### src/rtl/cmdrx_pkg.sv
package cmdrx_pkg;
  typedef enum logic {
    RX_IDLE = 1'b0,
    RX_BODY = 1'b1
  } rx_state_e;
endpackage

### src/rtl/crc7_lfsr.sv
module crc7_lfsr #(
  parameter int CRC_W = 7,
  parameter logic [CRC_W-1:0] POLY = 7'h09
) (
  input  logic             clk,
  input  logic             rst_n,
  input  logic             clr,
  input  logic             en,
  input  logic             din,
  output logic [CRC_W-1:0] crc
);
  logic             fb;
  logic [CRC_W-1:0] nxt;

  always_comb begin
    fb  = din ^ crc[CRC_W-1];
    nxt = {crc[CRC_W-2:0], 1'b0} ^ (fb ? POLY : '0);
  end

  always_ff @(posedge clk or negedge rst_n) begin
    if (!rst_n)   crc <= '0;
    else if (clr) crc <= '0;
    else if (en)  crc <= nxt;
  end


  clr_zero_chk: assert property (@(posedge clk) disable iff (!rst_n)
    clr |=> (crc == '0));

  hold_chk: assert property (@(posedge clk) disable iff (!rst_n)
    (!clr && !en) |=> $stable(crc));
endmodule

### src/rtl/cmd_deframer.sv
module cmd_deframer
  import cmdrx_pkg::*;
#(
  parameter int FRAME_W = 48,
  parameter int IDX_W   = 6,
  parameter int ARG_W   = 32,
  parameter int CRC_W   = 7
) (
  input  logic             clk,
  input  logic             rst_n,
  input  logic             line_i,
  input  logic             accept_i,
  input  logic [CRC_W-1:0] crc_val_i,
  output logic             crc_clr_o,
  output logic             crc_en_o,
  output logic             crc_bit_o,
  output logic             fin_ok_o,
  output logic             fin_bad_o,
  output logic [IDX_W-1:0] idx_o,
  output logic [ARG_W-1:0] arg_o
);
  localparam int BODY_W = FRAME_W - 2;
  localparam int CNT_W  = $clog2(FRAME_W);

  rx_state_e         state;
  logic [CNT_W-1:0]  cnt;
  logic [BODY_W-1:0] sr;
  logic              last, good;

  always_ff @(posedge clk or negedge rst_n) begin
    if (!rst_n) begin
      state <= RX_IDLE;
      cnt   <= '0;
      sr    <= '0;
    end else if (state == RX_IDLE) begin
      if (accept_i && !line_i) begin
        state <= RX_BODY;
        cnt   <= CNT_W'(FRAME_W - 2);
      end
    end else if (cnt != '0) begin
      sr  <= {sr[BODY_W-2:0], line_i};
      cnt <= cnt - 1'b1;
    end else begin
      state <= RX_IDLE;
    end
  end

  always_comb begin
    crc_clr_o = (state == RX_IDLE);
    crc_en_o  = (state == RX_BODY) && (cnt >= CNT_W'(CRC_W + 1));
    crc_bit_o = line_i;
    last      = (state == RX_BODY) && (cnt == '0);
    good      = sr[BODY_W-1] && line_i && (sr[CRC_W-1:0] == crc_val_i);
    fin_ok_o  = last && good;
    fin_bad_o = last && !good;
    idx_o     = sr[BODY_W-2 -: IDX_W];
    arg_o     = sr[CRC_W +: ARG_W];
  end


  start_take_chk: assert property (@(posedge clk) disable iff (!rst_n)
    (state == RX_IDLE && accept_i && !line_i) |=> (state == RX_BODY));

  idle_hold_chk: assert property (@(posedge clk) disable iff (!rst_n)
    (state == RX_IDLE && (line_i || !accept_i)) |=> (state == RX_IDLE));
endmodule

### src/rtl/cmd_out_stage.sv
module cmd_out_stage #(
  parameter int IDX_W = 6,
  parameter int ARG_W = 32
) (
  input  logic             clk,
  input  logic             rst_n,
  input  logic             fin_ok,
  input  logic             fin_bad,
  input  logic [IDX_W-1:0] idx_i,
  input  logic [ARG_W-1:0] arg_i,
  input  logic             ready_i,
  output logic             valid_o,
  output logic [IDX_W-1:0] idx_o,
  output logic [ARG_W-1:0] arg_o,
  output logic             err_o
);
  always_ff @(posedge clk or negedge rst_n) begin
    if (!rst_n) begin
      valid_o <= 1'b0;
      idx_o   <= '0;
      arg_o   <= '0;
      err_o   <= 1'b0;
    end else begin
      err_o <= fin_bad;
      if (fin_ok) begin
        valid_o <= 1'b1;
        idx_o   <= idx_i;
        arg_o   <= arg_i;
      end else if (ready_i) begin
        valid_o <= 1'b0;
      end
    end
  end


  excl_chk: assert property (@(posedge clk) disable iff (!rst_n)
    !(valid_o && err_o));

  err_pulse_chk: assert property (@(posedge clk) disable iff (!rst_n)
    err_o |=> !err_o);

  hold_chk: assert property (@(posedge clk) disable iff (!rst_n)
    (valid_o && !ready_i) |=> (valid_o && $stable(idx_o) && $stable(arg_o)));
endmodule

### src/rtl/cmd_frame_rx.sv
module cmd_frame_rx #(
  parameter int FRAME_W = 48,
  parameter int IDX_W   = 6,
  parameter int ARG_W   = 32,
  parameter int CRC_W   = 7,
  parameter logic [CRC_W-1:0] CRC_POLY = 7'h09
) (
  input  logic             clk,
  input  logic             rst_n,
  input  logic             cmd_line,
  input  logic             cmd_ready,
  output logic             cmd_valid,
  output logic [IDX_W-1:0] cmd_index,
  output logic [ARG_W-1:0] cmd_arg,
  output logic             cmd_crc_err
);
  logic             accept, crc_clr, crc_en, crc_bit, fin_ok, fin_bad;
  logic [CRC_W-1:0] crc_val;
  logic [IDX_W-1:0] idx_w;
  logic [ARG_W-1:0] arg_w;

  assign accept = !cmd_valid || cmd_ready;

  cmd_deframer #(
    .FRAME_W(FRAME_W), .IDX_W(IDX_W), .ARG_W(ARG_W), .CRC_W(CRC_W)
  ) u_deframer (
    .clk(clk), .rst_n(rst_n), .line_i(cmd_line), .accept_i(accept),
    .crc_val_i(crc_val), .crc_clr_o(crc_clr), .crc_en_o(crc_en),
    .crc_bit_o(crc_bit), .fin_ok_o(fin_ok), .fin_bad_o(fin_bad),
    .idx_o(idx_w), .arg_o(arg_w)
  );

  crc7_lfsr #(.CRC_W(CRC_W), .POLY(CRC_POLY)) u_crc (
    .clk(clk), .rst_n(rst_n), .clr(crc_clr), .en(crc_en),
    .din(crc_bit), .crc(crc_val)
  );

  cmd_out_stage #(.IDX_W(IDX_W), .ARG_W(ARG_W)) u_out (
    .clk(clk), .rst_n(rst_n), .fin_ok(fin_ok), .fin_bad(fin_bad),
    .idx_i(idx_w), .arg_i(arg_w), .ready_i(cmd_ready),
    .valid_o(cmd_valid), .idx_o(cmd_index), .arg_o(cmd_arg),
    .err_o(cmd_crc_err)
  );


  reset_quiet_chk: assert property (@(posedge clk) disable iff (!rst_n)
    $rose(rst_n) |-> (!cmd_valid && !cmd_crc_err));
endmodule

### config.mk
export PLATFORM = sky130hd
export DESIGN_NAME = cmd_frame_rx
export DESIGN_NICKNAME = d
export VERILOG_FILES = /design/src/rtl/cmdrx_pkg.sv /design/src/rtl/crc7_lfsr.sv /design/src/rtl/cmd_deframer.sv /design/src/rtl/cmd_out_stage.sv /design/src/rtl/cmd_frame_rx.sv
export SDC_FILE = /design/constraint.sdc
export NUM_CORES = 1
export LEC_CHECK = 0
export BUFFER_PORTS_ARGS = -buffer_cell sky130_fd_sc_hd__buf_2
export CORE_AREA = 4 4 95 97
export DETAILED_ROUTE_END_ITERATION = 6
export DIE_AREA = 0 0 99 101
export PLACE_DENSITY_LB_ADDON = 0.08
export SETUP_SLACK_MARGIN = 0.15
export SLEW_MARGIN = 20
export SYNTH_ARGS = -nofsm -noshare
export SYNTH_HDL_FRONTEND = slang
export SYNTH_SLANG_ARGS = --single-unit
### constraint.sdc
create_clock -name clk -period 3.5 [get_ports clk]
set_clock_uncertainty 0.05 [all_clocks]
set_input_delay 0.175 -clock clk [delete_from_list [all_inputs] [get_ports clk]]
set_output_delay 0.175 -clock clk [all_outputs]
set_load 0.02 [all_outputs]
==> run_results.csv, run 1 <==
group,metric,value,unit
route,dr.first_iter.drc_count,42,
cts,clk_path_buf_depth,2,
synth,syn_inst,265,
route,drc_errors,0,
worst_setup_path,worstPathCellList,"inv_1, ha_1, or4b_4, or2_1, or4_4, mux2_4",
pwr,share_comb_of_total_power,6.8,%
cts,cts_root_buf,"clkbuf_8",
global_routing,track_usage,14.0,%
route,dr.pass1.iters,4,
cts,post_cts_buffers,0,
sta,fin_crit,2810,ps
worst_setup_path,cp.required,3690,ps
worst_setup_path,crit_fanout,39,
route,vias,2144,
sta,post-route-period-util,80.2,%
cts,numCtsBuffers,9,
synth,synth_top_area_share,63.2,%
floorplan,die_w,99,µm
floorplan,core-area,8130,µm²
hold_path,hp-class,"in2reg",
route,routedWlPerCell,15.0,µm
cells_and_area,syn_to_final_growth,14.1,%
placement,dp_hpwl,4070,µm
cells_and_area,final_cells,422,
placement,io_buffers,43,
job,drv_cap,0,
worst_setup_path,cp_slowest_cell,"or4_4",
cts,clk_pin_slew_worst_paths,100,ps
worst_setup_path,crit_path_end,"u_out.arg_o[29]",
synth,ys_async_sr_fraction,100,%
worst_setup_path,endpoint_kind,"flop",
pwr,p_per_area,493,nW/µm²
pwr,power.total,0.00223,W
floorplan,start_util,48.7,%
pwr,power_switching_share,23.3,%
cts,htree_levels,3,
synth,seq_area_frac_synth,63.2,%
synth,synth_seq_cells,100,
cts,cts.sinks,100,
global_routing,grt_max_degree,68,
worst_setup_path,worstPathArrival,3000,ps
synth,avgSynthCellArea,15.0,µm²
global_routing,antenna_found_initial,0,
worst_setup_path,critPathTopFamily,"simple AND/OR/NAND/NOR gates",
worst_setup_path,startpoint,"u_deframer.cnt[0]",
synth,yosysWarnings,0,
pwr,p_leak,2.20,nW
sta,rsz0062_at_grt,"no",
placement,gp_congestion,0.842,
pwr,power_frac_clock,35.6,%
synth,syn-num-nets,271,
floorplan,io_pins,44,
worst_setup_path,path_class,"reg2reg",
cts,cts_tree,"yes",
synth,synth_compound_area_share,2.31,%
worst_setup_path,r2r_setup_slack,690,ps
sta,max_freq,356,MHz
sta,worstMarginPinSlew,818,ps
worst_setup_path,rr_startpoint,"u_deframer.cnt[0]",
synth,synth_enable_flop_cells,0,
global_routing,grt_overflow,0,
worst_setup_path,reg2reg_depth,6,
sta,drv_slew,0,
synth,yosys-top-cells-area,"dfrtp_1 (63%), mux2_2 (21%), mux2_4 (3.4%)",
floorplan,num_rows,33,
synth,synth-simple-area-share,4.80,%
cells_and_area,fin_nets,318,
worst_setup_path,cpPeakStageDelay,810,ps
pwr,seqPwrFrac,57.6,%
status,status,"finished clean",
cells_and_area,final_layout_size_suffix_gt1_share,47.3,%
route,ant_nets,0,
synth,synthMuxAreaShare,24.7,%
global_routing,grt_pass1_wl,11000,µm
sta,setup_viol,0,
worst_setup_path,cp.depth,6,
cells_and_area,antenna_cells,0,
worst_setup_path,r2r-end,"u_out.arg_o[29]",
pwr,vdd_drop_max,0.000203,V
synth,ys_types,30,
synth,synth_flop_cell,"dfrtp_1",
placement,dp.cells,405,
cts,clkLatencyLatePin,350,ps
synth,synth_top_area_cell,"dfrtp_1",
route,vias_per_cell,5.08,
synth,synth_xor_area_share,2.43,%
sta,hold_viol,0,
synth,synth_area,3960,µm²
pwr,p_sw,0.000519,W
worst_setup_path,start_kind,"flop",
sta,maxSlewHeadroom,45.5,%
floorplan,die_area,10000,µm²
pwr,internal_power,0.00171,W
route,routed_wl,6320,µm
floorplan,fp.dieH,101,µm
synth,synth_top_family_by_area,"multiplexers",
worst_setup_path,cp.buffers_inverters,1,
synth,synth_fa_ha_area_share,0.632,%
sta,tns,0,ps
global_routing,grt_pass1_vias,2216,
-- worst reg2reg max path, delay by kind of cell, from the launching register on --
kind / cells / cell delay (ps)
AND/OR/NAND/NOR: 3 / 1580
adder cells (fa/ha/maj): 1 / 130
flip-flops: 1 / 430
buffers and inverters: 1 / 90
multiplexers: 1 / 420
-- per-layer routing --
metal	vias to the layer above	global-route usage [%]	part of all wire, %
met3	10	3.11	4.1
met4	0	6.93	2.2
met5	-	0	0
met2	37	20.9	44
li1	1018	-	-
met1	1079	19.2	50
-- final cells by class --
class / instances / area, µm²
clock buffers: 11 / 131
clock inverters: 5 / 83.8
multi-input cells: 149 / 1390
repair buffers: 49 / 265
inverters: 3 / 11.3
fillers: 712 / 3610
flip-flops and latches: 100 / 2500
well taps: 105 / 131
-- kinds of logic after synthesis --
kind of cell    after synthesis
simple gates                 37
compound gates               15
fa+ha+maj                     2
flops                       100
buf+inv                      16
xor+xnor                     11
mux                          84
-- registers in the layout, summed over array words and instances (netlist names) --
register	count
u_crc.crc	7
u_deframer.cnt	6
u_deframer.sr	46
u_deframer.state	1
u_out.arg_o	32
u_out.err_o	1
u_out.idx_o	6
u_out.valid_o	1
-- placed cells by master, fill, tap and decap left out, types with 2 or more instances in the layout --
master,count
xnor2_1,6
bufinv_16,2
nand3_1,2
nor2_1,2
mux2_2,75
ha_1,2
clkinvlp_4,2
buf_2,42
dfrtp_1,100
o21ai_0,8
clkbuf_8,9
nor3_1,2
buf_4,6
o31ai_1,2
mux2_4,9
o211ai_1,3
nand2_1,20
xor2_1,5
clkbuf_1,2
inv_1,3
-- synthesized netlist by cell type (2+ instances only) --
master / number
nor3_1: 2
xor2_1: 5
inv_1: 3
buf_6: 2
xnor2_1: 6
dfrtp_1: 100
nand2_1: 20
nor2_1: 2
o211ai_1: 3
buf_2: 2
clkbuf_1: 9
ha_1: 2
o31ai_1: 2
nand3_1: 2
mux2_4: 9
mux2_2: 75
o21ai_0: 8
-- worst min path at each step --
| stage | startpoint | cells after the start | end |
|---|---|---|---|
| 5_1_grt | cmd_ready | 3 | u_out.valid_o |
| 3_5_place_dp | rst_n | 1 | u_out.arg_o[24] |
| 6_report | cmd_ready | 3 | u_out.valid_o |
| 4_1_cts | cmd_ready | 3 | u_out.valid_o |
| 2_1_floorplan | rst_n | 0 | u_crc.crc[0] |
| 3_3_place_gp | rst_n | 1 | u_out.arg_o[24] |
-- what timing repair did --
item,CTS,global route
gates resized for setup,0,0
hold buffers,1,0
hold endpoints to repair,65,0
-- through the flow --
| step | instance area (µm²) | setup slack, ps | util (%) | hold WS [ps] |
|---|---|---|---|---|
| 2_1_floorplan | 3960 | 907 | - | -171 |
| 3_3_place_gp | 4290 | 756 | 52.8 | 271 |
| 6_report | 4520 | 695 | 55.6 | 85.3 |
| 5_1_grt | 4520 | 595 | 55.6 | 99.0 |
| 4_1_cts | 4520 | 675 | 55.6 | 79.2 |
| 3_5_place_dp | 4290 | 696 | 52.8 | 278 |
-- power groups by stage --
stage / clock network, W / logic [W] / registers (W)
detailed placement: 0 / 0.000153 / 0.00131
floorplan: 0 / 0.000110 / 0.00129
global route: 0.000871 / 0.000170 / 0.00130
finish: 0.000794 / 0.000151 / 0.00128
CTS: 0.000822 / 0.000155 / 0.00129
global placement: 0 / 0.000151 / 0.00131
(Power assumes the default switching activity.)
==> run 2: changes to the inputs <==
ABC_AREA = 1   (was default)
CORE_AREA = 4 4 96 98   (was 4 4 95 97)
DIE_AREA = 0 0 100 102   (was 0 0 99 101)
clock period = 2.6 ns   (was 3.5 ns; I/O delays follow)
==> run 2 against run 1 <==
Against the previous run:
- die area up 2.0%
- sequential cell count unchanged
- area after synthesis up 4.4%
- via count up 44%
- worst setup slack better by 23 ps
- cell count up 50%
- largest power group unchanged
==> run_results.csv, run 2 <==
group,metric,value,unit
status,status,"finished clean",
cells_and_area,largest_register,"u_deframer.sr",
synth,synth_top_area_cell,"dfrtp_1",
synth,synth_seq_cells,100,
pwr,share_comb_of_total_power,6.9,%
cts,clk_path_buf_depth,2,
synth,syn_inst,482,
sta,holdWs,66.9,ps
global_routing,grt_max_degree,58,
cts,cts_resized,0,
pwr,p_leak,2.63,nW
worst_setup_path,crit_top_cell,"nand2_1",
cts,post_cts_buffers,0,
synth,synth_enable_flop_cells,0,
sta,setup_viol,0,
pwr,internal_power,0.00217,W
sta,post-route-period-util,72.4,%
pwr,p_per_area,619,nW/µm²
floorplan,die_area,10200,µm²
cts,cts_root_buf,"clkbuf_8",
placement,io_buffers,43,
route,drc_errors,0,
cells_and_area,largest_register_ffs,46,
cts,clkLatencyLatePin,360,ps
cells_and_area,layout_commonest_cell,"nand2_1",
synth,synth_commonest_cells,"nand2_1 (242), dfrtp_1 (100), nand3_1 (46), inv_1 (20), o21ai_0 (12)",
sta,maxSlewHeadroom,50.5,%
sta,hold_viol,0,
job,drv_cap,0,
cts,clk_pin_slew_worst_paths,90,ps
sta,fin_crit,1880,ps
placement,placed_cell_area,4430,µm²
global_routing,grt_pass1_vias,2950,
sta,tns,0,ps
hold_path,hp-class,"in2reg",
worst_setup_path,reg2reg_depth,8,
cells_and_area,stdcell_area,4660,µm²
worst_setup_path,cpPeakStageDelay,460,ps
floorplan,num_rows,34,
synth,synth_area,4140,µm²
cells_and_area,syn_to_final_growth,12.6,%
floorplan,io_pins,44,
synth,yosys-top-cells-area,"dfrtp_1 (61%), nand2_1 (22%), nand3_1 (5.6%)",
synth,seq_area_frac_synth,60.5,%
synth,avgSynthCellArea,8.58,µm²
cts,cts_tree,"yes",
cts,cts.sinks,100,
route,dr.pass1.iters,7,
worst_setup_path,crit_fanout,55,
route,vias,3080,
synth,synth_most_common_cell,"nand2_1",
route,routed_wl,8010,µm
pwr,power_frac_clock,36.1,%
synth,ys_async_sr_fraction,100,%
route,vias_per_cell,4.85,
worst_setup_path,path_class,"reg2reg",
synth,ys_types,20,
route,routedWlPerCell,12.6,µm
pwr,p_sw,0.000711,W
route,dr.first_iter.drc_count,86,
worst_setup_path,endpoint_kind,"flop",
cts,cts.hold.buffers_added,2,
synth,synth_top_area_share,60.5,%
sta,worstMarginPinSlew,743,ps
cells_and_area,final_layout_size_suffix_gt1_share,14.0,%
pwr,power_switching_share,24.7,%
floorplan,die_w,100,µm
cells_and_area,final_cell_mix,"nand2_1 (242), dfrtp_1 (100), nand3_1 (46), buf_2 (42), inv_1 (20)",
global_routing,antenna_found_initial,0,
synth,syn-num-nets,488,
cells_and_area,reg_top3,"u_deframer.sr (46), u_out.arg_o (32), u_crc.crc (7)",
global_routing,grt_overflow,0,
worst_setup_path,worstPathArrival,2040,ps
global_routing,track_usage,17.1,%
global_routing,grt_pass1_wl,14000,µm
cells_and_area,fin_nets,528,
hold_path,hold_path_depth,3,
pwr,vdd_drop_max,0.000282,V
sta,max_freq,531,MHz
floorplan,fp.dieH,102,µm
synth,yosysWarnings,0,
placement,dp_hpwl,5140,µm
placement,gp_congestion,0.834,
cells_and_area,fin_util,55.0,%
route,ant_nets,0,
sta,drv_slew,0,
synth,synth_flop_cell,"dfrtp_1",
floorplan,core-area,8470,µm²
cts,htree_levels,3,
cells_and_area,antenna_cells,0,
worst_setup_path,start_kind,"flop",
floorplan,start_util,48.8,%
pwr,power.total,0.00288,W
worst_setup_path,cp_slowest_cell,"buf_4",
pwr,seqPwrFrac,57.0,%
sta,rsz0062_at_grt,"no",
worst_setup_path,cp.required,2760,ps
cts,numCtsBuffers,9,
worst_setup_path,worstPathCellList,"inv_1, ha_1, nand3_2, nand2_1, buf_4, nand2_1, nor2_1, a21oi_1",
[run 2: cell types whose count changed in the layout (fill, tap and decap cells not counted), moves of 4 or more]
cell	change
inv_2	+5
nor2_1	+9
o22ai_1	+6
nand2_1	+222
mux2_2	-75
o21ai_0	+4
nor2_2	+4
inv_1	+17
nand3_1	+44
xnor2_1	-6
mux2_4	-9
[run 2: worst max-delay path, delay by kind of cell, from the launching register on]
kind | cells | cell delay (ps)
adder cells (fa/ha/maj) | 1 | 160
buffers and inverters | 2 | 550
AO/OA/AOI/OAI | 1 | 50
flip-flops | 1 | 420
AND/OR/NAND/NOR | 4 | 510
[run 2: power by group through the flow]
stage                     registers (W)  logic [W]  clock network (W)
after floorplan                 0.00167   0.000122                  0
after global placement          0.00167   0.000197                  0
after detailed placement        0.00167   0.000201                  0
after CTS                       0.00164   0.000204            0.00107
after global routing            0.00165   0.000234            0.00113
final                           0.00164   0.000198            0.00104
[run 2: worst paths after layout]
kind,start,endpoint,slack (ps)
worst max-delay path,u_deframer.cnt[0],u_deframer.cnt[1],720
worst min-delay path,cmd_line,u_deframer.sr[0],70
worst max register to register,u_deframer.cnt[0],u_deframer.cnt[1],720
worst min register to register,u_out.arg_o[10],u_out.arg_o[10],420
max in group asynchronous,rst_n,u_deframer.cnt[4],1480
min in group asynchronous,rst_n,u_out.arg_o[5],320
[run 2: per-layer routing]
layer / up-vias / wire length, µm / track usage [%]
met1: 1455 / 3980 / 23.6
li1: 1577 / - / -
met3: 7 / 287 / 3.75
met4: 0 / 91 / 5.91
met2: 41 / 3650 / 27.1
met5: - / 0 / 0
[run 2: kinds of logic (layout without fill, tap and decap cells)]
group,after synthesis,count (layout),synth area share (%)
flops,100,100,60.5
simple gates,310,310,30.3
buf+inv,47,92,5.48
xor+xnor,2,2,0.424
fa+ha+maj,2,2,0.605
compound gates,21,21,2.72
[run 2: area by class of cell]
| cell class | instances | area, µm² |
|---|---|---|
| clock buffer | 12 | 155 |
| clock inverter | 4 | 55.1 |
| fill | 810 | 3810 |
| inverter | 25 | 93.8 |
| multi-input combinational | 335 | 1410 |
| sequential | 100 | 2500 |
| tap | 108 | 135 |
| timing repair buffer | 51 | 308 |
[run 2: stage by stage]
| stage | setup slack (ps) | cells |
|---|---|---|
| 5_1_grt | 525 | 635 |
| 2_1_floorplan | 1110 | 482 |
| 3_3_place_gp | 771 | 617 |
| 6_report | 718 | 635 |
| 3_5_place_dp | 725 | 617 |
| 4_1_cts | 704 | 635 |
==> run 3: changes to the inputs <==
clock period = 1.7 ns   (was 2.6 ns; I/O delays follow)
==> run 3 against run 2 <==
Against the previous run:
- first-iteration DRC count up 70%
- sequential share of layout area down 6.5 points
- critical path depth up 1
- cell count up 4.7%
- routed wire length up 17%
- sequential cell count unchanged
- highest routed layer unchanged
==> run_results.csv, run 3 (synthesized netlist as in run 2, its figures left out) <==
group,metric,value,unit
status,status,"finished clean",
cells_and_area,largest_register_ffs,46,
worst_setup_path,worstPathArrival,1760,ps
worst_setup_path,crit_path_end,"u_out.arg_o[29]",
placement,gp_congestion,0.805,
cells_and_area,final_layout_size_suffix_gt1_share,24.4,%
pwr,vdd_drop_max,0.000485,V
sta,maxSlewHeadroom,66.7,%
sta,setup_viol,0,
route,drc_errors,0,
global_routing,grt_max_degree,40,
global_routing,grt_pass1_wl,14800,µm
floorplan,core-area,8470,µm²
sta,hold_viol,0,
cells_and_area,layout_commonest_cell,"nand2_1",
route,vias_per_cell,4.93,
floorplan,die_area,10200,µm²
worst_setup_path,crit_top_cell,"nand2_1",
cells_and_area,reg_top3,"u_deframer.sr (46), u_out.arg_o (32), u_crc.crc (7)",
route,dr.pass1.iters,5,
cells_and_area,largest_register,"u_deframer.sr",
floorplan,start_util,48.8,%
route,routed_wl,9350,µm
global_routing,grt_overflow,0,
worst_setup_path,reg2reg_depth,9,
worst_setup_path,worstPathCellList,"inv_2, nand2_1, nand2_1, nand2_2, nor2_4, nand3_4, bufbuf_16, nand2_1, nand2_1",
cells_and_area,final_cell_mix,"nand2_1 (228), dfrtp_1 (100), nand3_1 (45), buf_2 (42)",
cts,cts_root_buf,"clkbuf_8",
hold_path,hp-class,"in2reg",
route,dr.first_iter.drc_count,146,
placement,dp_hpwl,5500,µm
floorplan,die_w,100,µm
floorplan,io_pins,44,
pwr,power_frac_clock,38.6,%
cts,clk_pin_slew_worst_paths,100,ps
cts,numCtsBuffers,9,
worst_setup_path,r2r_setup_slack,140,ps
cells_and_area,multi_input_comb_area,1530,µm²
worst_setup_path,rr_startpoint,"u_crc.crc[4]",
route,ant_nets,0,
floorplan,fp.dieH,102,µm
floorplan,num_rows,34,
pwr,p_per_area,892,nW/µm²
worst_setup_path,start_kind,"flop",
global_routing,antenna_found_initial,0,
cts,htree_levels,3,
pwr,power_switching_share,23.5,%
cts,cts_tree,"yes",
global_routing,grt_pass1_vias,3043,
sta,worstMarginPinSlew,500,ps
route,routedWlPerCell,14.1,µm
placement,io_buffers,43,
cells_and_area,regArea,2500,µm²
worst_setup_path,cpPeakStageDelay,420,ps
worst_setup_path,r2r-end,"u_out.arg_o[29]",
cells_and_area,antenna_cells,0,
cts,clkLatencyLatePin,360,ps
pwr,p_leak,2.90,nW
sta,tns,0,ps
sta,rsz0062_at_grt,"yes",
sta,drv_slew,0,
cells_and_area,fin_nets,559,
pwr,p_sw,0.00111,W
pwr,share_comb_of_total_power,8.1,%
global_routing,track_usage,18.3,%
worst_setup_path,startpoint,"u_crc.crc[4]",
worst_setup_path,path_class,"reg2reg",
route,vias,3281,
pwr,seqPwrFrac,53.3,%
placement,placed_cell_area,4530,µm²
sta,post-route-period-util,91.5,%
cts,clk_path_buf_depth,2,
cts,cts.sinks,100,
sta,fin_crit,1560,ps
sta,max_freq,643,MHz
cells_and_area,stdcell_area,5300,µm²
worst_setup_path,cp.required,1900,ps
worst_setup_path,endpoint_kind,"flop",
worst_setup_path,crit_fanout,5,
worst_setup_path,cp_slowest_cell,"dfrtp_1",
pwr,internal_power,0.00361,W
job,drv_cap,0,
cells_and_area,syn_to_final_growth,28.1,%
cells_and_area,fill_cells,756,
run 3: cell type report:
cell class / count / area share, %
inverter: 25 / 1.87
tap: 108 / 2.55
timing repair buffer: 82 / 14.9
sequential: 100 / 47.2
clock inverter: 5 / 2.03
clock buffer: 10 / 2.60
multi-input combinational: 335 / 28.9
run 3: power by group through the flow:
stage	Clock (W)	Sequential, W	Combinational (W)
final	0.00183	0.00252	0.000382
after global routing	0.00198	0.00253	0.000437
after CTS	0.00187	0.00251	0.000358
after floorplan	0	0.00256	0.000187
after detailed placement	0	0.00256	0.000342
after global placement	0	0.00256	0.000332
run 3: per-stage QoR:
step	power (W)	setup slack, ps	utilization [%]	std cells	hold WS (ps)
final	0.00473	144	62.6	665	22.1
after global routing	0.00495	47.0	62.6	665	33.2
after CTS	0.00475	151	59.2	651	15.6
after detailed placement	0.00290	102	53.5	623	37.9
after global placement	0.00289	141	53.5	623	31.9
after floorplan	0.00275	206	-	482	-261
run 3: routing by layer:
layer	vias to the layer above	part of all wire [%]	GRT usage (%)
li1	1650	-	-
met1	1577	48	26.6
met2	49	48	28.8
met3	5	3.5	2.53
met4	0	0.65	5.91
met5	-	0	0
run 3: worst min path at each step:
| stage | endpoint | slack [ps] | startpoint | cells past startpoint |
|---|---|---|---|---|
| after floorplan | u_crc.crc[0] | -260 | rst_n | 0 |
| after CTS | u_deframer.sr[0] | 20 | cmd_line | 3 |
| after detailed placement | u_out.arg_o[5] | 40 | rst_n | 1 |
| final | u_deframer.sr[0] | 20 | cmd_line | 3 |
| after global placement | u_out.arg_o[5] | 30 | rst_n | 1 |
| after global routing | u_deframer.sr[0] | 30 | cmd_line | 3 |
run 3: what timing repair did:
item / CTS / global route
setup buffers: 8 / 9
endpoints found under the hold margin: 35 / 0
pin swaps: 3 / 12
cloned: 3 / 5
hold buffers: 2 / 0
endpoints found under the setup margin: 75 / 94
gates resized for setup: 23 / 37
run 3: critical path, delay by kind of cell, from the launching register on:
family / cells / cell delay, ps
simple gates: 7 / 560
flops: 1 / 420
buf+inv: 2 / 390
